`src/rtl/perm_addr_pkg.sv`:
```
package perm_addr_pkg;

    localparam int ADDR_W = 12;
    localparam int SUM_W  = ADDR_W + 1;

    typedef logic [ADDR_W-1:0] addr_t;
    typedef logic [SUM_W-1:0]  sum_t;

    typedef struct packed {
        addr_t modulus;
        addr_t step;
    } seq_cfg_t;

    typedef enum logic [1:0] {
        ST_IDLE = 2'b00,
        ST_RUN  = 2'b01,
        ST_FAIL = 2'b10
    } seq_state_e;

    // one reduction step: operands are assumed below the modulus
    function automatic addr_t mod_step(addr_t cur, addr_t step, addr_t modulus);
        sum_t s;
        sum_t m;
        s = {1'b0, cur} + {1'b0, step};
        m = {1'b0, modulus};
        if (s >= m) begin
            s = s - m;
        end
        return s[ADDR_W-1:0];
    endfunction

    function automatic logic cfg_is_good(addr_t modulus, addr_t step, addr_t first);
        return (step != '0) && (step < modulus) && (first < modulus);
    endfunction

endpackage

```
`src/rtl/pag_cfg_check.sv`:
```
module pag_cfg_check
    import perm_addr_pkg::*;
(
    input  addr_t modulus,
    input  addr_t step,
    input  addr_t first,
    output logic  good
);
    always_comb begin
        good = cfg_is_good(modulus, step, first);
    end
endmodule

```
`src/rtl/pag_mod_step.sv`:
```
module pag_mod_step
    import perm_addr_pkg::*;
(
    input  addr_t cur,
    input  addr_t step,
    input  addr_t modulus,
    output addr_t nxt
);
    always_comb begin
        nxt = mod_step(cur, step, modulus);
    end
endmodule

```
`src/rtl/pag_seq_ctrl.sv`:
```
module pag_seq_ctrl
    import perm_addr_pkg::*;
(
    input  logic     clk,
    input  logic     rst,
    input  logic     load,
    input  logic     advance,
    input  logic     cfg_good,
    input  addr_t    size_n,
    input  addr_t    root,
    input  addr_t    init_val,
    input  addr_t    step_addr,
    output addr_t    addr,
    output logic     valid,
    output logic     done,
    output logic     cfg_err,
    output seq_cfg_t cfg_q
);
    seq_state_e state_q;
    addr_t      addr_q;
    addr_t      pos_q;   // ordinal of presented address within the pass, 1..N
    logic       done_q;

    always_ff @(posedge clk) begin
        if (rst) begin
            state_q <= ST_IDLE;
            addr_q  <= '0;
            pos_q   <= '0;
            done_q  <= 1'b0;
            cfg_q   <= '0;
        end else if (load) begin
            done_q <= 1'b0;
            if (cfg_good) begin
                state_q       <= ST_RUN;
                addr_q        <= init_val;
                pos_q         <= addr_t'(1);
                cfg_q.modulus <= size_n;
                cfg_q.step    <= root;
            end else begin
                state_q <= ST_FAIL;
                addr_q  <= '0;
                pos_q   <= '0;
            end
        end else if (advance && state_q == ST_RUN) begin
            addr_q <= step_addr;
            if (pos_q == cfg_q.modulus) begin
                pos_q  <= addr_t'(1);
                done_q <= 1'b0;
            end else begin
                pos_q  <= pos_q + addr_t'(1);
                done_q <= (pos_q + addr_t'(1)) == cfg_q.modulus;
            end
        end
    end

    assign addr    = addr_q;
    assign valid   = (state_q == ST_RUN);
    assign done    = done_q;
    assign cfg_err = (state_q == ST_FAIL);
endmodule

```
`src/rtl/perm_addr_gen.sv`:
```
module perm_addr_gen
    import perm_addr_pkg::*;
(
    input  logic              clk,
    input  logic              rst,
    input  logic              load,
    input  logic              advance,
    input  logic [ADDR_W-1:0] size_n,
    input  logic [ADDR_W-1:0] root,
    input  logic [ADDR_W-1:0] init_val,
    output logic [ADDR_W-1:0] addr,
    output logic              valid,
    output logic              done,
    output logic              cfg_err
);
    logic     cfg_good;
    addr_t    step_addr;
    seq_cfg_t cfg_q;
    addr_t    cur_mod;
    addr_t    cur_step;

    pag_cfg_check u_check (
        .modulus (size_n),
        .step    (root),
        .first   (init_val),
        .good    (cfg_good)
    );

    pag_mod_step u_step (
        .cur     (addr),
        .step    (cur_step),
        .modulus (cur_mod),
        .nxt     (step_addr)
    );

    pag_seq_ctrl u_ctrl (
        .clk       (clk),
        .rst       (rst),
        .load      (load),
        .advance   (advance),
        .cfg_good  (cfg_good),
        .size_n    (size_n),
        .root      (root),
        .init_val  (init_val),
        .step_addr (step_addr),
        .addr      (addr),
        .valid     (valid),
        .done      (done),
        .cfg_err   (cfg_err),
        .cfg_q     (cfg_q)
    );

    assign cur_mod  = cfg_q.modulus;
    assign cur_step = cfg_q.step;
endmodule

```
`config.mk`:
```
export PLATFORM = sky130hd
export DESIGN_NAME = perm_addr_gen
export DESIGN_NICKNAME = d
export VERILOG_FILES = /design/src/rtl/perm_addr_pkg.sv /design/src/rtl/pag_cfg_check.sv /design/src/rtl/pag_mod_step.sv /design/src/rtl/pag_seq_ctrl.sv /design/src/rtl/perm_addr_gen.sv
export SDC_FILE = /design/constraint.sdc
export NUM_CORES = 1
export LEC_CHECK = 0
export BUFFER_PORTS_ARGS = -buffer_cell sky130_fd_sc_hd__buf_2
export CORE_MARGIN = 2
export CORE_UTILIZATION = 53
export CTS_CLUSTER_DIAMETER = 100
export CTS_CLUSTER_SIZE = 24
export DETAILED_ROUTE_END_ITERATION = 16
export GPL_ROUTABILITY_DRIVEN = 0
export PLACE_DENSITY = 0.77
export SETUP_SLACK_MARGIN = 0.4
export SLEW_MARGIN = 20
export SYNTH_ARGS = -nofsm -noshare
export SYNTH_HDL_FRONTEND = slang
export SYNTH_SLANG_ARGS = --single-unit
```
`constraint.sdc`:
```
create_clock -name clk -period 3.18 [get_ports clk]
set_input_delay 0.159 -clock clk [delete_from_list [all_inputs] [get_ports clk]]
set_output_delay 0.159 -clock clk [all_outputs]
set_load 0.05 [all_outputs]
```
=== Word-level counts from Yosys, hierarchy flattened ===
Index checks and enable logic that the tools add are counted.

* Add/sub/neg operators: 3
* $lt $le $gt $ge: 3
* Equality and inequality tests: 4
* Multiplexer cells: 10
* Reduce and logical (&&, ||, !) cells: 7

{| class="wikitable"
|+ Operators by type and width
! cell !! count
|-
| 12-bit 2-to-1 mux || 7
|-
| 12-bit == test || 2
|-
| 12-bit less-than comparator || 2
|-
| 12-bit by 12-bit adder with 13-bit output || 1
|-
| 13-bit by 12-bit greater-or-equal comparator with 1-bit output || 1
|-
| 12-bit by 1-bit adder with 12-bit output (second input constant) || 1
|-
| 12-bit nonzero test || 1
|-
| 12-bit subtractor || 1
|-
| 1-bit logical AND || 3
|-
| 2-bit by 1-bit == test with 1-bit output (second input constant) || 1
|-
| 2-bit == test (second input constant) || 1
|-
| 1-bit 2-to-1 mux || 2
|-
| 2-bit 2-to-1 mux || 1
|-
| 2-bit AND reduction || 1
|-
| 2-bit nonzero test || 1
|-
| 2-bit OR reduction || 1
|}

* Flip-flop bits (word level): 51
* Output and inout port bits: 15
* Word-level logic and storage cells: 33

=== Depth between registers and ports, before layout ===
* Word-level depth: 5
* Mapped depth: 16

=== Cells and area by module ===
A second synthesis with hierarchy kept.

* Cell total of the unflattened synthesis: 556
* Area total of the unflattened synthesis: 4398.0 µm²

{| class="wikitable"
|+ By module, submodules not included
! module !! times used !! cells each !! area each (µm²) !! seq. area each (µm²)
|-
| pag_seq_ctrl || 1 || 326 || 2586.2 || 1021.0
|-
| pag_mod_step || 1 || 161 || 1273.7 || 0.0
|-
| pag_cfg_check || 1 || 69 || 538.0 || 0.0
|}

=== Least setup slack after synthesis ===
Ideal clock, no wire load.

* Path kind: reg-to-reg
* Start point: register u_ctrl.addr_q[0] (netlist: u_ctrl.addr[0])
* End point: register u_ctrl.addr_q[2] (netlist: u_ctrl.addr[2])
* Setup time: 134 ps
* Arrival: 3543 ps
* Data required time: 3046 ps
* Setup slack: -496 ps
* Stages on the path, launching flop included: 17
* Buffers on the path: 1
* Period minus slack after synthesis: 3676 ps
* Cell sequence: dfxtp_1 ha_1 fa_1 a21oi_1 o2111ai_1 a31o_2 a21oi_1 xnor2_1 ha_1 nand4_1 or3_1 nand3_1 a211o_1 nand2b_4 buf_4 mux2i_1 o22ai_1

* Cells in the longest elaborated chain, start to end: 5

{| class="wikitable"
|+ RTL lines
! item !! line !! RTL
|-
| start: declaration || pag_seq_ctrl.sv:20 || <nowiki>addr_t addr_q;</nowiki>
|-
| start signal: assignment || pag_seq_ctrl.sv:35 || <nowiki>addr_q <= init_val;</nowiki>
|-
| start signal: assignment || pag_seq_ctrl.sv:45 || <nowiki>addr_q <= step_addr;</nowiki>
|-
| 12-bit by 12-bit adder with 13-bit output * || perm_addr_pkg.sv:24 || <nowiki>s = {1'b0, cur} + {1'b0, step};</nowiki>
|-
| 12-bit subtractor or 13-bit by 12-bit greater-or-equal comparator with 1-bit output (tied branches) || perm_addr_pkg.sv:27, perm_addr_pkg.sv:26 ||
|-
| 12-bit 2-to-1 mux * || perm_addr_pkg.sv:26 || <nowiki>if (s >= m) begin</nowiki>
|-
| 12-bit 2-to-1 mux * || pag_seq_ctrl.sv:44 || <nowiki>end else if (advance && state_q == ST_RUN) begin</nowiki>
|-
| 12-bit 2-to-1 mux * || pag_seq_ctrl.sv:31 || <nowiki>end else if (load) begin</nowiki>
|}

Mark *: on every way between the ends. The rest lies on a longest branch, timed or not. The select of a mux whose other input is x is not followed.
A chain may end at the register's enable or synchronous reset.

=== Final worst setup path ===
* Start point: register u_ctrl.addr_q[0] (netlist: u_ctrl.addr[0])
* End point: register u_ctrl.addr_q[3] (netlist: u_ctrl.addr[3])

The elaborated chain is that of the path after synthesis.

==> results.py <==
metrics = {
    "worst_setup_path": {
        "rr_worst_depth": 15,
        "rrSetupSlack_ns": -0.28,
        "crit_buf_inv": 0,
        "cpLargestDelayFamily": "compound AO/OA/AOI/OAI gates",
        "worstReg2RegEnd": "u_ctrl.addr[3]$_SDFFE_PP0P_",
        "setup.worst_path.start_class": "flip-flop",
        "crit_arrival_ns": 3.63,
        "cp_max_fo": 8,
        "r2r-start": "u_ctrl.addr[0]$_SDFFE_PP0P_",
        "slowest_delay_ns": 0.39,
        "critPathKind": "reg2reg",
        "crit_top_cell": "a21oi_4",
        "cp.required_ns": 3.35,
        "end_kind": "flip-flop",
        "slowest_stage": "fa_2",
        "cp_cell_sequence": "ha_4 > fa_2 > a21oi_4 > o2111ai_2 > a31o_2 > a21oi_4 > xnor2_2 > ha_1 > nand4_1 > or3_4 > nand3_2 > a211o_1 > nand2b_4 > mux2i_2 > o22ai_1",
    },
    "floorplanning": {
        "start_util_pct": 53.89,
        "coreArea_um2": 7647,
        "row_count": 32,
        "die-area_um2": 8498,
        "io_pins": 55,
        "die_h_um": 92.19,
        "die_w_um": 92.19,
    },
    "pwr": {
        "power_frac_seq_pct": 32.3,
        "pwr-share-comb_pct": 50.6,
        "p_per_area_nw_per_um2": 422.7,
        "leakage_nw": 2.233,
        "sw_frac_of_total_pct": 38.83,
        "power_switching_mw": 0.8520,
        "internal-power_mw": 1.342,
        "pwr-share-clk_pct": 17.1,
        "peakVddDrop_uv": 240.3,
    },
    "yosys": {
        "synth.distinct_cells": 52,
        "async_flop_share_pct": 0,
        "yosysWarnings": 0,
        "ys.flop_type": "dfxtp_1",
        "synth_top_area_share_pct": 24.77,
        "yosysTopAreaCell": "dfxtp_1",
        "yosysMostFrequentCell": "nor2_1",
        "synth-edff-count": 0,
        "ys_ff_latch": 51,
        "syn_inst": 513,
        "seq_area_frac_synth_pct": 24.77,
        "yosys-top-cells-count": "nor2_1 (67), dfxtp_1 (51), ha_1 (47)",
        "synth.avg_cell_area_um2": 8.034,
        "syn-cell-area_um2": 4121,
        "syn-num-nets": 602,
        "ys_top_cells_by_area": "dfxtp_1 (25%), ha_1 (14%), mux2i_1 (7.5%)",
    },
    "layout": {
        "final_core_util_pct": 67.88,
        "final_cell_area_um2": 5191,
        "diodes": 0,
        "syn2layout_area_growth_pct": 25.96,
        "drive_above_1_share_pct": 27.21,
        "nNetsFinal": 698,
    },
    "status": {
        "violations": "setup timing",
        "status": "complete, but fails checks",
    },
    "min_path": {
        "min_path_cells": 3,
        "hold_end": "u_ctrl.cfg_q[15]$_SDFFE_PP0P_",
        "hp-class": "in2reg",
        "worstHoldStart": "size_n[3]",
    },
    "timing": {
        "rsz0062_at_grt": "yes",
        "final_hold_viol_count": 0,
        "slew_headroom_pct": 55.69,
        "worstMarginPinSlew_ns": 0.6621,
        "maxSlewViolCount": 0,
        "fin_skew_ns": 0.009857,
        "period_minus_slack_ns": 3.458,
        "fin_crit_sh_pct": 108.7,
        "fmax_ghz": 0.2892,
        "setup_ws_ns": -0.2778,
        "finalSetupViolCount": 12,
    },
    "grt": {
        "grt_util_all_layers_pct": 29.03,
        "antenna_found_initial": 0,
        "grt_max_degree": 28,
        "grt_overflow": 0,
        "grt_pass1_wl_um": 19660,
        "grt_pass1_vias": 4175,
    },
    "placed_design": {
        "hpwl_um": 9437,
        "port_buffers": 54,
        "dpl_cell_area_um2": 4910,
    },
    "job": {
        "cap_violations": 0,
    },
    "clock_tree": {
        "clk_latency_ns": 0.31,
        "numCtsBuffers": 5,
        "clock-root-buffer": "clkbuf_8",
        "htree_num_levels": 2,
        "clockBufferDepth": 2,
        "cts_num_sinks": 51,
        "cts_tree": "built",
        "clk_pin_slew_worst_paths_ns": 0.09,
    },
    "routing": {
        "wl_per_cell_um": 17.19,
        "drt_first_pass_iters": 5,
        "num_vias": 4210,
        "drcViolationCount": 0,
        "vias_per_cell": 5.913,
        "dr.first_iter.drc_count": 278,
        "antenna_left": 0,
        "wirelength_um": 12240,
    },
}
==> power by group through the flow <==
stage | clock [mW] | combinational [mW] | sequential [mW]
4_1_cts | 0.384 | 1.03 | 0.708
3_3_place_gp | 0 | 0.942 | 0.721
2_1_floorplan | 0 | 0.646 | 0.760
3_5_place_dp | 0 | 0.974 | 0.722
6_report | 0.376 | 1.11 | 0.708
5_1_grt | 0.401 | 1.20 | 0.713
==> state kept, by name (all words and copies together), names as in the netlist <==
register and cells:
u_ctrl.addr 12, u_ctrl.cfg_q 24, u_ctrl.done 1, u_ctrl.pos_q 12, u_ctrl.state_q 2
==> logic make-up (layout without fill, tap and decap cells) <==
family          count (synthesis)  count (layout)  synth area share (%)
compound gates                111             111                 16.88
xor+xnor                       39              39                 8.288
fa+ha+maj                      49              49                 15.24
buf+inv                        53             149                 5.343
flops                          51              51                 24.77
mux                            31              31                 7.529
simple gates                  179             180                 21.95
==> through the flow <==
stage | power (mW) | hold slack [ns] | TNS, ns | instances | worst slack (ns)
2_1_floorplan | 1.406 | 0.3062 | -0.3981 | 513 | -0.06467
3_3_place_gp | 1.663 | 0.4172 | -1.268 | 695 | -0.1564
3_5_place_dp | 1.696 | 0.4275 | -2.859 | 695 | -0.2836
4_1_cts | 2.125 | 0.1061 | -1.646 | 708 | -0.1903
5_1_grt | 2.316 | 0.1305 | -4.312 | 712 | -0.4104
6_report | 2.194 | 0.1085 | -2.673 | 712 | -0.2778
==> routing by layer <==
layer  vias to the layer above  GRT usage (%)  part of all wire, %
li1                       2025              -                    -
met1                      1982          36.79                   44
met2                       164          48.28                   46
met3                        39          5.177                  6.5
met4                         0          12.69                  4.1
met5                         -              0                    0
==> what timing repair did <==
item,in CTS,in global routing
setup endpoints to repair,12,12
pin swaps,18,6
gates cloned,1,0
buffers inserted,4,4
gates resized for setup,17,10
hold buffers,0,0
==> how the worst max path moves through the flow <==
stage                                            start                     endpoint  slack [ns]  depth (start not counted)
final                      u_ctrl.addr[0]$_SDFFE_PP0P_  u_ctrl.addr[3]$_SDFFE_PP0P_       -0.28                         15
after global routing       u_ctrl.addr[0]$_SDFFE_PP0P_  u_ctrl.addr[3]$_SDFFE_PP0P_       -0.41                         15
after CTS                  u_ctrl.addr[0]$_SDFFE_PP0P_  u_ctrl.addr[3]$_SDFFE_PP0P_       -0.19                         15
after detailed placement  u_ctrl.cfg_q[1]$_SDFFE_PP0P_  u_ctrl.addr[3]$_SDFFE_PP0P_       -0.28                         15
after global placement    u_ctrl.cfg_q[1]$_SDFFE_PP0P_  u_ctrl.addr[3]$_SDFFE_PP0P_       -0.16                         15
after floorplan            u_ctrl.addr[0]$_SDFFE_PP0P_  u_ctrl.addr[2]$_SDFFE_PP0P_       -0.06                         16
==> cell usage in the layout (no fill, tap or decap), types with 7 or more instances in the layout <==
| master | instances |
|---|---|
| ha_4 | 8 |
| a21oi_1 | 32 |
| nor4_1 | 9 |
| inv_1 | 34 |
| nand4_1 | 8 |
| dfxtp_1 | 40 |
| nor3_1 | 11 |
| dfxtp_4 | 7 |
| mux2i_1 | 30 |
| xor2_1 | 9 |
| xnor2_1 | 27 |
| buf_4 | 52 |
| o21ai_0 | 20 |
| a22oi_1 | 7 |
| nor2b_1 | 9 |
| nand3_1 | 19 |
| buf_2 | 54 |
| nor2_1 | 66 |
| ha_1 | 38 |
| nand2_1 | 18 |
==> tightest hold or removal path, stage by stage <==
cell and delay, ns:
buf_2 0.09, mux2i_1 0.06, nor2_1 0.07
==> layout make-up <==
| type | count | area, um2 |
|---|---|---|
| inverter | 34 | 127.6 |
| tap | 102 | 127.6 |
| multi-input combinational | 410 | 3131 |
| fill | 637 | 2456 |
| timing repair buffer | 107 | 671.9 |
| clock buffer | 7 | 76.32 |
| clock inverter | 1 | 5.005 |
| sequential | 51 | 1052 |
Power figures use the tool's default switching activity.
